`src/rtl/cmpr_pkg.sv`:
```
package cmpr_pkg;
   localparam int unsigned CMPR_MAX_TS_W = 32;

   function automatic logic [31:0] wrap_diff(input logic [31:0] later, input logic [31:0] earlier);
      return later - earlier;
   endfunction

   function automatic logic [31:0] floor_sub(input logic [31:0] a, input logic [31:0] b);
      return (a > b) ? (a - b) : 32'd0;
   endfunction
endpackage

```
`src/rtl/cmpr_dly_win.sv`:
```
module cmpr_dly_win #(
   parameter int unsigned DW = 8,
   parameter int unsigned KL = 2
) (
   input  logic          clk,
   input  logic          rst_n,
   input  logic          push,
   input  logic [DW-1:0] sample,
   output logic [DW-1:0] avg_incl
);
   localparam int unsigned K  = 1 << KL;
   localparam int unsigned SW = DW + KL;

   logic [DW-1:0] hist_q [K];
   logic [SW-1:0] sum_q;
   logic [SW-1:0] sum_nxt;

   assign sum_nxt  = sum_q - SW'(hist_q[K-1]) + SW'(sample);
   assign avg_incl = sum_nxt[SW-1:KL];

   always_ff @(posedge clk) begin
      if (!rst_n) begin
         sum_q <= '0;
         for (int i = 0; i < K; i++) hist_q[i] <= '0;
      end else if (push) begin
         sum_q     <= sum_nxt;
         hist_q[0] <= sample;
         for (int i = 1; i < K; i++) hist_q[i] <= hist_q[i-1];
      end
   end


   reset_clear_chk: assert property (@(posedge clk) disable iff (!rst_n)
      $past(!rst_n) |-> sum_q == '0);
endmodule

```
`src/rtl/cmpr_tx_judge.sv`:
```
module cmpr_tx_judge
   import cmpr_pkg::*;
#(
   parameter int unsigned TS_W  = 8,
   parameter int unsigned OCC_W = 4,
   parameter int unsigned K_LOG2 = 2,
   parameter int unsigned Q_THR = 0
) (
   input  logic             clk,
   input  logic             rst_n,
   input  logic [TS_W-1:0]  now,
   input  logic             tx_valid,
   input  logic [TS_W-1:0]  tx_enq_time,
   input  logic [OCC_W-1:0] ni_pending,
   input  logic             vc_free,
   output logic             tx_compress
);
   logic [TS_W-1:0] q_dly;
   logic [TS_W-1:0] q_avg;
   logic [31:0]     diff32;
   logic            late_hit;
   logic            occ_hit;

   assign diff32 = wrap_diff(32'(now), 32'(tx_enq_time));
   assign q_dly  = diff32[TS_W-1:0];

   cmpr_dly_win #(.DW(TS_W), .KL(K_LOG2)) q_win_i (
      .clk      (clk),
      .rst_n    (rst_n),
      .push     (tx_valid),
      .sample   (q_dly),
      .avg_incl (q_avg)
   );

   assign late_hit    = 32'(q_avg) > Q_THR;
   assign occ_hit     = (ni_pending != '0) || !vc_free;
   assign tx_compress = tx_valid && (occ_hit || late_hit);


   idle_quiet_chk: assert property (@(posedge clk) disable iff (!rst_n)
      !tx_valid |-> !tx_compress);

   backlog_force_chk: assert property (@(posedge clk) disable iff (!rst_n)
      (tx_valid && ni_pending != '0) |-> tx_compress);

   vc_block_force_chk: assert property (@(posedge clk) disable iff (!rst_n)
      (tx_valid && !vc_free) |-> tx_compress);
endmodule

```
`src/rtl/cmpr_rx_judge.sv`:
```
module cmpr_rx_judge
   import cmpr_pkg::*;
#(
   parameter int unsigned TS_W   = 8,
   parameter int unsigned N_SRC  = 4,
   parameter int unsigned K_LOG2 = 2,
   parameter int unsigned SRC_W  = 2
) (
   input  logic             clk,
   input  logic             rst_n,
   input  logic [TS_W-1:0]  now,
   input  logic             rx_valid,
   input  logic [SRC_W-1:0] rx_src,
   input  logic [TS_W-1:0]  rx_inj_time,
   input  logic [TS_W-1:0]  rx_zero_load,
   input  logic [TS_W-1:0]  cont_thr,
   output logic             ctl_valid,
   output logic [SRC_W-1:0] ctl_src,
   output logic             ctl_enable
);
   logic [31:0]      net32;
   logic [31:0]      cont32;
   logic [TS_W-1:0]  net_dly;
   logic [TS_W-1:0]  cont_dly;
   logic [TS_W-1:0]  avg_v [N_SRC];
   logic [TS_W-1:0]  avg_sel;
   logic [N_SRC-1:0] stat_q;
   logic             new_st;
   logic             flip;

   assign net32    = wrap_diff(32'(now), 32'(rx_inj_time));
   assign net_dly  = net32[TS_W-1:0];
   assign cont32   = floor_sub(32'(net_dly), 32'(rx_zero_load));
   assign cont_dly = cont32[TS_W-1:0];

   for (genvar g = 0; g < N_SRC; g++) begin : g_src
      logic push_g;
      assign push_g = rx_valid && (32'(rx_src) == g);
      cmpr_dly_win #(.DW(TS_W), .KL(K_LOG2)) c_win_i (
         .clk      (clk),
         .rst_n    (rst_n),
         .push     (push_g),
         .sample   (cont_dly),
         .avg_incl (avg_v[g])
      );
   end

   assign avg_sel = avg_v[rx_src];
   assign new_st  = avg_sel > cont_thr;
   assign flip    = rx_valid && (new_st != stat_q[rx_src]);

   always_ff @(posedge clk) begin
      if (!rst_n) begin
         stat_q     <= '0;
         ctl_valid  <= 1'b0;
         ctl_src    <= '0;
         ctl_enable <= 1'b0;
      end else begin
         ctl_valid <= flip;
         if (rx_valid) stat_q[rx_src] <= new_st;
         if (flip) begin
            ctl_src    <= rx_src;
            ctl_enable <= new_st;
         end
      end
   end


   cont_bound_chk: assert property (@(posedge clk) disable iff (!rst_n)
      rx_valid |-> cont_dly <= net_dly);

   ctl_matches_stat_chk: assert property (@(posedge clk) disable iff (!rst_n)
      ctl_valid |-> stat_q[ctl_src] == ctl_enable);
endmodule

```
`src/rtl/cmpr_ctl.sv`:
```
module cmpr_ctl #(
   parameter int unsigned TS_W   = 8,
   parameter int unsigned OCC_W  = 4,
   parameter int unsigned N_SRC  = 4,
   parameter int unsigned K_LOG2 = 2,
   parameter int unsigned Q_THR  = 0,
   localparam int unsigned SRC_W = (N_SRC > 1) ? $clog2(N_SRC) : 1
) (
   input  logic             clk,
   input  logic             rst_n,
   input  logic [TS_W-1:0]  now,
   input  logic             tx_valid,
   input  logic [TS_W-1:0]  tx_enq_time,
   input  logic [OCC_W-1:0] ni_pending,
   input  logic             vc_free,
   output logic             tx_compress,
   input  logic             rx_valid,
   input  logic [SRC_W-1:0] rx_src,
   input  logic [TS_W-1:0]  rx_inj_time,
   input  logic [TS_W-1:0]  rx_zero_load,
   input  logic [TS_W-1:0]  cont_thr,
   output logic             ctl_valid,
   output logic [SRC_W-1:0] ctl_src,
   output logic             ctl_enable
);
   if (TS_W < 2 || TS_W > cmpr_pkg::CMPR_MAX_TS_W) begin : g_bad_ts
      $error("cmpr_ctl: TS_W out of range");
   end
   if (K_LOG2 < 1 || K_LOG2 > 6) begin : g_bad_k
      $error("cmpr_ctl: K_LOG2 must lie in 1..6");
   end
   if (N_SRC < 1 || N_SRC > 64) begin : g_bad_n
      $error("cmpr_ctl: N_SRC must lie in 1..64");
   end

   cmpr_tx_judge #(
      .TS_W(TS_W), .OCC_W(OCC_W), .K_LOG2(K_LOG2), .Q_THR(Q_THR)
   ) tx_i (
      .clk         (clk),
      .rst_n       (rst_n),
      .now         (now),
      .tx_valid    (tx_valid),
      .tx_enq_time (tx_enq_time),
      .ni_pending  (ni_pending),
      .vc_free     (vc_free),
      .tx_compress (tx_compress)
   );

   cmpr_rx_judge #(
      .TS_W(TS_W), .N_SRC(N_SRC), .K_LOG2(K_LOG2), .SRC_W(SRC_W)
   ) rx_i (
      .clk          (clk),
      .rst_n        (rst_n),
      .now          (now),
      .rx_valid     (rx_valid),
      .rx_src       (rx_src),
      .rx_inj_time  (rx_inj_time),
      .rx_zero_load (rx_zero_load),
      .cont_thr     (cont_thr),
      .ctl_valid    (ctl_valid),
      .ctl_src      (ctl_src),
      .ctl_enable   (ctl_enable)
   );


   ctl_after_arrival_chk: assert property (@(posedge clk) disable iff (!rst_n)
      ctl_valid |-> $past(rx_valid));
endmodule

```
`config.mk`:
```
export PLATFORM = sky130hd
export DESIGN_NAME = cmpr_ctl
export DESIGN_NICKNAME = d
export VERILOG_FILES = /design/src/rtl/cmpr_pkg.sv /design/src/rtl/cmpr_dly_win.sv /design/src/rtl/cmpr_tx_judge.sv /design/src/rtl/cmpr_rx_judge.sv /design/src/rtl/cmpr_ctl.sv
export SDC_FILE = /design/constraint.sdc
export NUM_CORES = 1
export LEC_CHECK = 0
export CAP_MARGIN = 10
export CORE_MARGIN = 2
export CORE_UTILIZATION = 45
export CTS_BUF_LIST = sky130_fd_sc_hd__clkbuf_8
export DETAILED_ROUTE_END_ITERATION = 6
export PLACE_DENSITY_LB_ADDON = 0.25
export REMOVE_ABC_BUFFERS = 1
export SKIP_CTS_REPAIR_TIMING = 1
export SLEW_MARGIN = 20
export SYNTH_ARGS = -nofsm -noshare
export SYNTH_HDL_FRONTEND = slang
export SYNTH_SLANG_ARGS = --single-unit
```
`constraint.sdc`:
```
create_clock -name clk -period 9.9 [get_ports clk]
set_clock_uncertainty 0.15 [all_clocks]
set_input_delay 0.99 -clock clk [delete_from_list [all_inputs] [get_ports clk]]
set_output_delay 0.99 -clock clk [all_outputs]
set_load 0.05 [all_outputs]
```
# == Word level (Yosys, flattened, before mapping) ==
# Memories as Yosys holds them, arrays and structs flattened.
# Index checks and enable logic that the tools add are counted.
# totals
ff_bits,58
latchBits,0
ram_bits,160
romBits,0
output_inout_bits,5
elab_cells,115
memories,5
# classes
n_addsub,13
mul,0
n_div,0
n_lt_le_gt_ge,6
n_eq_ne,4
shift,0
n_mux,45
bitwise,21
reduce_logical,12
# mem_list
name,words,word_bits,rd,rd_ports_with_merged_regs,write_ports,line_no,text
rx_i.g_src[0].c_win_i.hist_q,4,8,4,0,4,cmpr_dly_win.sv:14,logic [DW-1:0] hist_q [K];
rx_i.g_src[1].c_win_i.hist_q,4,8,4,0,4,cmpr_dly_win.sv:14,
rx_i.g_src[2].c_win_i.hist_q,4,8,4,0,4,cmpr_dly_win.sv:14,
rx_i.g_src[3].c_win_i.hist_q,4,8,4,0,4,cmpr_dly_win.sv:14,
tx_i.q_win_i.hist_q,4,8,4,0,4,cmpr_dly_win.sv:14,
# op_table
op,n
$mux W8,23
$add A10 B8 Y10,5
$sub A10 B8 Y10,5
$sub A8 B8 Y8,3
$or A1 B1 Y1,20
$mux W1,18
$bmux W8 S2,1
$gt A8 B8 Y1,2
$gt A8 B1 Y1 const B,1
$logic_and A1 B1 Y1,7
$bwmux W4,1
$eq A2 B2 Y1 const B,2
$reduce_bool A4 Y1,1
$ge A3 B3 Y1 const B,1
$lt A2 B3 Y1 const B,1
$not A2 Y3,1
$bmux W1 S2,1
$demux W1 S2,1
$eq A2 B1 Y1 const B,1
$ge A2 B1 Y1 const B,1
$logic_not A2 Y1,1
$logic_or A1 B1 Y1,2
$logic_not A1 Y1,1
$ne A1 B1 Y1,1

# == Depth between registers and ports, before layout ==
# logic_depth
word_depth,10
mapped_depth,35

# == Cells and area by module ==
# Synthesis repeated with hierarchy kept, for this count alone.
# hier_totals
hier_cells,1349
hier_area_um2,13865.8
# by_module_without_submodules
mod,n_inst,cells_per_inst,area_each_um2,seq_area_each_um2
cmpr_dly_win (rx_i.g_src[0].c_win_i ...),3,227,2417.3,1161.1
cmpr_dly_win (rx_i.g_src[1].c_win_i ...),2,225,2409.8,1161.1
cmpr_rx_judge,1,165,1407.6,160.2
cmpr_tx_judge,1,53,386.6,0.0

# == Least setup slack after synthesis ==
# OpenSTA, ideal clock, no wires.
# synth_path
path_kind,input to register
start,input port rx_inj_time[1]
end,register rx_i.ctl_src[0]
arrival_time_ps,6990
setup_slack_ps,2689
stages,32
path_buffers,0
cell_sequence,inv_1 ha_1 nor2b_1 o21ai_0 nand2b_1 a21o_1 a21oi_1 o21ai_0 xnor2_1 ha_1 nand4_1 or2_2 o21a_1 o31a_1 nand3b_1 fa_1 inv_1 ha_1 a21oi_2 a21boi_1 or3_1 a21oi_2 xnor2_1 mux4_2 ha_1 nand3_1 nor2_1 a32o_1 a21o_1 xor2_1 nor2_1 mux2i_1
# synth_between
elab_chain_len,10
elab_cells_between_ends,14
cone_classes,6 x add/sub; 2 x order compare; 1 x eq/ne; 4 x mux; 1 x reduce/logical
# synth_rtl
item,line_no,text
start: declaration,cmpr_ctl.sv:19,"input logic [TS_W-1:0] rx_inj_time,"
$sub A8 B8 Y8 *,cmpr_pkg.sv:5,return later - earlier;
$sub A8 B8 Y8 / $gt A8 B8 Y1 (equally long branches),cmpr_pkg.sv:9,return (a > b) ? (a - b) : 32'd0;
$mux W8 *,cmpr_pkg.sv:9,
$add A10 B8 Y10,cmpr_dly_win.sv:18,assign sum_nxt = sum_q - SW'(hist_q[K-1]) + SW'(sample);
$bmux W8 S2 *,cmpr_rx_judge.sv:48,assign avg_sel = avg_v[rx_src];
$mux W8 (implied by the code) * (2 in a row),cmpr_rx_judge.sv:48,
$gt A8 B8 Y1 *,cmpr_rx_judge.sv:49,assign new_st = avg_sel > cont_thr;
$ne A1 B1 Y1 *,cmpr_rx_judge.sv:50,assign flip = rx_valid && (new_st != stat_q[rx_src]);
$logic_and A1 B1 Y1 *,cmpr_rx_judge.sv:50,
end signal: assignment,cmpr_rx_judge.sv:62,ctl_src <= rx_src;
end: declaration,cmpr_rx_judge.sv:18,"output logic [SRC_W-1:0] ctl_src,"
# Mark *: on every way between the ends. The rest lies on a longest branch, timed or not. The select of a mux whose other input is x is not followed.
# A chain may end at the register's enable or synchronous reset.

# == Worst setup path after layout ==
# layout_path
start,input port now[1]
end,register rx_i.ctl_src[0]
# layout_between
elab_chain_len,10
elab_cells_between_ends,14
cone_classes,6 x add/sub; 2 x order compare; 1 x eq/ne; 4 x mux; 1 x reduce/logical
# layout_rtl
item,line_no,text
start: declaration,cmpr_ctl.sv:11,"input logic [TS_W-1:0] now,"
$sub A8 B8 Y8 *,cmpr_pkg.sv:5,
$sub A8 B8 Y8 / $gt A8 B8 Y1 (equally long branches),cmpr_pkg.sv:9,
$mux W8 *,cmpr_pkg.sv:9,
$add A10 B8 Y10,cmpr_dly_win.sv:18,
$bmux W8 S2 *,cmpr_rx_judge.sv:48,
$mux W8 (implied by the code) * (2 in a row),cmpr_rx_judge.sv:48,
$gt A8 B8 Y1 *,cmpr_rx_judge.sv:49,
$ne A1 B1 Y1 *,cmpr_rx_judge.sv:50,
$logic_and A1 B1 Y1 *,cmpr_rx_judge.sv:50,
# Marked as above.

==> results by group <==
Layout
  – Filler cells: between 2000 and 2500
  – Register Area: 0.00597 sq mm
  – # diodes: 0
  – Area Overhead vs Synth: 13.7%
  – Area of the multi-input gates: around 0.0056 sq mm
  – Fraction of layout cells with a size suffix above 1: approximately 7.3%
  – Net count, final: 1381

Clock tree
  – CTS clk-pin slew, worst paths: approximately 0.06 ns
  – Inserted Clock Buffers: 40
  – Clk sinks: between 200 and 250
  – CTS tree: yes
  – CTS H-tree lvls: 2
  – Clk Tree Root Cell: clkbuf_8
  – Clk Latency, worst-skew pair: about 0.54 ns
  – Number of buffers on the longest clock path: 3

Setup path
  – CP arrival: 8.50 ns
  – Most frequent CP cell: ha_1
  – Top Family by Delay on Critical Path: compound AO/OA/AOI/OAI gates
  – Critical path's slowest cell: fa_1
  – CP required: roughly 10 ns
  – CP Class: primary input to register
  – Max incr delay on CP: between 0.7 and 0.8 ns
  – Worst setup SP type: primary input
  – Worst path buffer plus inverter count: 2
  – Critical Path Fanout Max: 8
  – CP endpoint kind: register

Timing
  – RSZ-0062 raised after global routing: false
  – Final Hold Viols: 0
  – Fmax: 122 MHz
  – Final Worst Setup Slack: about 1.7 ns
  – Worst slew margin: approximately 45%
  – Final setup vio count: 0
  – Fin Hold WS: 0.306 ns
  – Min Clock Period, post-route: 8.19 ns
  – Sum Neg Setup Slack: 0 ns
  – Actual slew at the worst max-slew pin: 0.824 ns
  – Part of the cycle the worst path needs: 82.7%
  – Slew Viols, Final: 0

Floorplan
  – Core ar.: around 0.027 sq mm
  – Die area: around 0.029 sq mm
  – DIE HEIGHT: roughly 170 microns
  – Std-Cell Rows: 60
  – Width of the die: about 170 microns
  – Initial Util: 45.6%
  – Total I/O pin count: 56

Global route
  – Remaining Overflow, GRT: 0
  – First-pass GRT wire length: around 41000 microns
  – Initial antenna violation count: 1
  – Pin count of the biggest net entering global routing: around 60
  – GRT Util Overall: between 10% and 20%
  – Vias in the first global route: between 8000 and 9000

Yosys
  – Post-synth top area cell: edfxtp_1
  – Fraction of registers with async set/reset: 0%
  – Mean Syn Cell Area: ~11 sq um
  – Post-Synthesis Cells: 1130
  – Synthesized flop and latch total: ~220
  – Seq/Total Area, Yosys: between 40% and 50%
  – Main area contributors after synthesis: edfxtp_1 (39%), dfxtp_1 (9.5%), ha_1 (8.2%), fa_1 (7.0%), inv_1 (4.9%)
  – EDFF count, synth: 160
  – Yosys warning count: 0
  – Share of the synthesized area in the top cell type: approximately 39%
  – Ys flop type: edfxtp_1
  – Yosys cell types: 62
  – Area of the mapped netlist: around 0.012 sq mm

Power
  – Sequential power share: a little under a third
  – Internal cell power: approximately 2.2 mW
  – Sw frac: 39.2%
  – Clock share of power: 21.4%
  – P_sw: ~1.4 mW
  – Worst vdd ir: 0.000114 V
  – PD cells: 262 mW/mm^2
  – Comb pwr share: 48.2%
  – Pleak: 6.06 nW

Route
  – Detailed Route WL: between 20000 and 30000 microns
  – Initial DRC count: 498
  – Post-route ant nets: 0
  – Wire length on met1: 12300 microns
  – Drt drc: 0
  – Met2 wire len: between 10000 and 15000 microns
  – Drt pass-1 iters: 5
  – DR top layer: met5
  – Vias per inst: around 5
  – Met3 wire len: 1290 microns
  – Drt wl/cell: roughly 16 microns
  – Via count: 8041

Placed design
  – Pre-CTS setup slack: roughly 1.1 ns
  – Routability Congestion: roughly 0.90
  – I/O Buffers: 55
  – HPWL after detailed placement: about 18000 microns

Hold path
  – Worst hold path type: register to register

Run
  – Reported max-cap violation count: 0

Outcome
  – Status: finished, final reports clean
==> state kept, by name, indices dropped and copies added (netlist names) <==
register	count
rx_i.ctl_valid	1
rx_i.ctl_enable	1
rx_i.stat_q	4
rx_i.g_src.c_win_i.sum_q	40
tx_i.q_win_i.hist_q	32
tx_i.q_win_i.sum_q	10
rx_i.ctl_src	2
rx_i.g_src.c_win_i.hist_q	128
==> kinds of logic (layout without fill, tap and decap cells) <==
family	after synthesis	count (layout)	synth area share, %
compound gates	185	185	9.91
mux	13	13	1.59
simple gates	336	336	14.4
xor+xnor	58	58	4.14
fa+ha+maj	123	123	15.2
buf+inv	197	303	6.04
flops	218	218	48.7
==> layout by cell type, fill, tap and decap left out, drive strengths merged, types with 4 or more instances in the layout <==
master	count
ha	80
xor2	23
and3	54
a21o	22
o21a	7
and2	75
buf	14
dfxtp	58
edfxtp	160
nand2	63
nand2b	11
nand3b	4
nand4	6
clkbuf	44
a211oi	13
mux4	5
or3	9
a21oi	48
o22ai	7
o21ai	50
nor2	66
fa	43
a21boi	5
xnor2	35
o21bai	7
mux2i	6
o211ai	7
inv	179
nor2b	15
nand3	14
nor3	10
clkdlybuf4s50	54
clkinv	12
==> worst reg2reg max path, stage by stage, from the launching register on <==
cell and delay [ns]:
dfxtp_1 0.30, inv_1 0.06, fa_1 0.60, inv_1 0.06, ha_1 0.31, a211oi_1 0.25, o21bai_1 0.12, a21oi_1 0.37
o21ai_0 0.18, xnor2_1 0.19, mux4_2 0.47, ha_1 0.28, nand3_1 0.09, nor2_1 0.05, a32o_1 0.24, a21o_1 0.24
xor2_1 0.20, nor2_1 0.20, mux2i_1 0.22
==> layout make-up <==
type	count	share of cell area (%)
sequential	218	42.8
multi-input combinational	715	39.9
timing repair buffer	68	4.61
inverter	164	4.42
clock buffer	44	4.34
tap	341	3.06
clock inverter	27	0.916
==> stage by stage <==
stage	utilization [%]	cells	area (sq um)	total power, mW
final	51.9	1577	13900	3.65
after global placement	49.1	1506	13200	2.85
after CTS	51.9	1577	13900	3.68
after floorplan	-	1097	12100	2.44
after detailed placement	49.1	1506	13200	2.87
after global routing	51.9	1577	13900	3.93
==> per-layer routing <==
metal | vias up | global-route usage, %
li1 | 4019 | -
met3 | 50 | 3.58
met5 | - | 0
met4 | 2 | 5.35
met2 | 164 | 28.0
met1 | 3806 | 26.5
==> power by group through the flow <==
stage | registers, mW | logic (mW) | clock network [mW]
2_1_floorplan | 1.13 | 1.31 | 0
3_3_place_gp | 1.13 | 1.72 | 0
3_5_place_dp | 1.13 | 1.75 | 0
4_1_cts | 1.11 | 1.76 | 0.809
5_1_grt | 1.12 | 1.97 | 0.848
6_report | 1.11 | 1.76 | 0.782
==> Yosys cell counts, types with 10 or more instances <==
cell type	number
o21ai_0	47
nand2b_1	11
fa_1	43
clkbuf_1	31
xor2_1	23
dfxtp_1	58
xnor2_1	35
a21o_1	22
nand2_1	62
inv_1	161
a21oi_1	45
edfxtp_1	160
and3_1	54
and2_1	75
nor2b_1	15
ha_1	80
nor2_1	66
a211oi_1	10
nor3_1	10
nand3_1	14
==> final timing paths <==
| kind | cells after the start | slack [ns] | to | start |
|---|---|---|---|---|
| worst max-delay path | 33 | 1.71 | rx_i.ctl_src[0] | now[1] |
| worst min-delay path | 2 | 0.31 | rx_i.g_src[1].c_win_i.sum_q[5] | rx_i.g_src[1].c_win_i.sum_q[5] |
| worst max register to register | 18 | 5.23 | rx_i.ctl_src[0] | rx_i.g_src[2].c_win_i.sum_q[1] |
| worst min register to register | 2 | 0.31 | rx_i.g_src[1].c_win_i.sum_q[5] | rx_i.g_src[1].c_win_i.sum_q[5] |
Power figures use the tool's default switching activity.
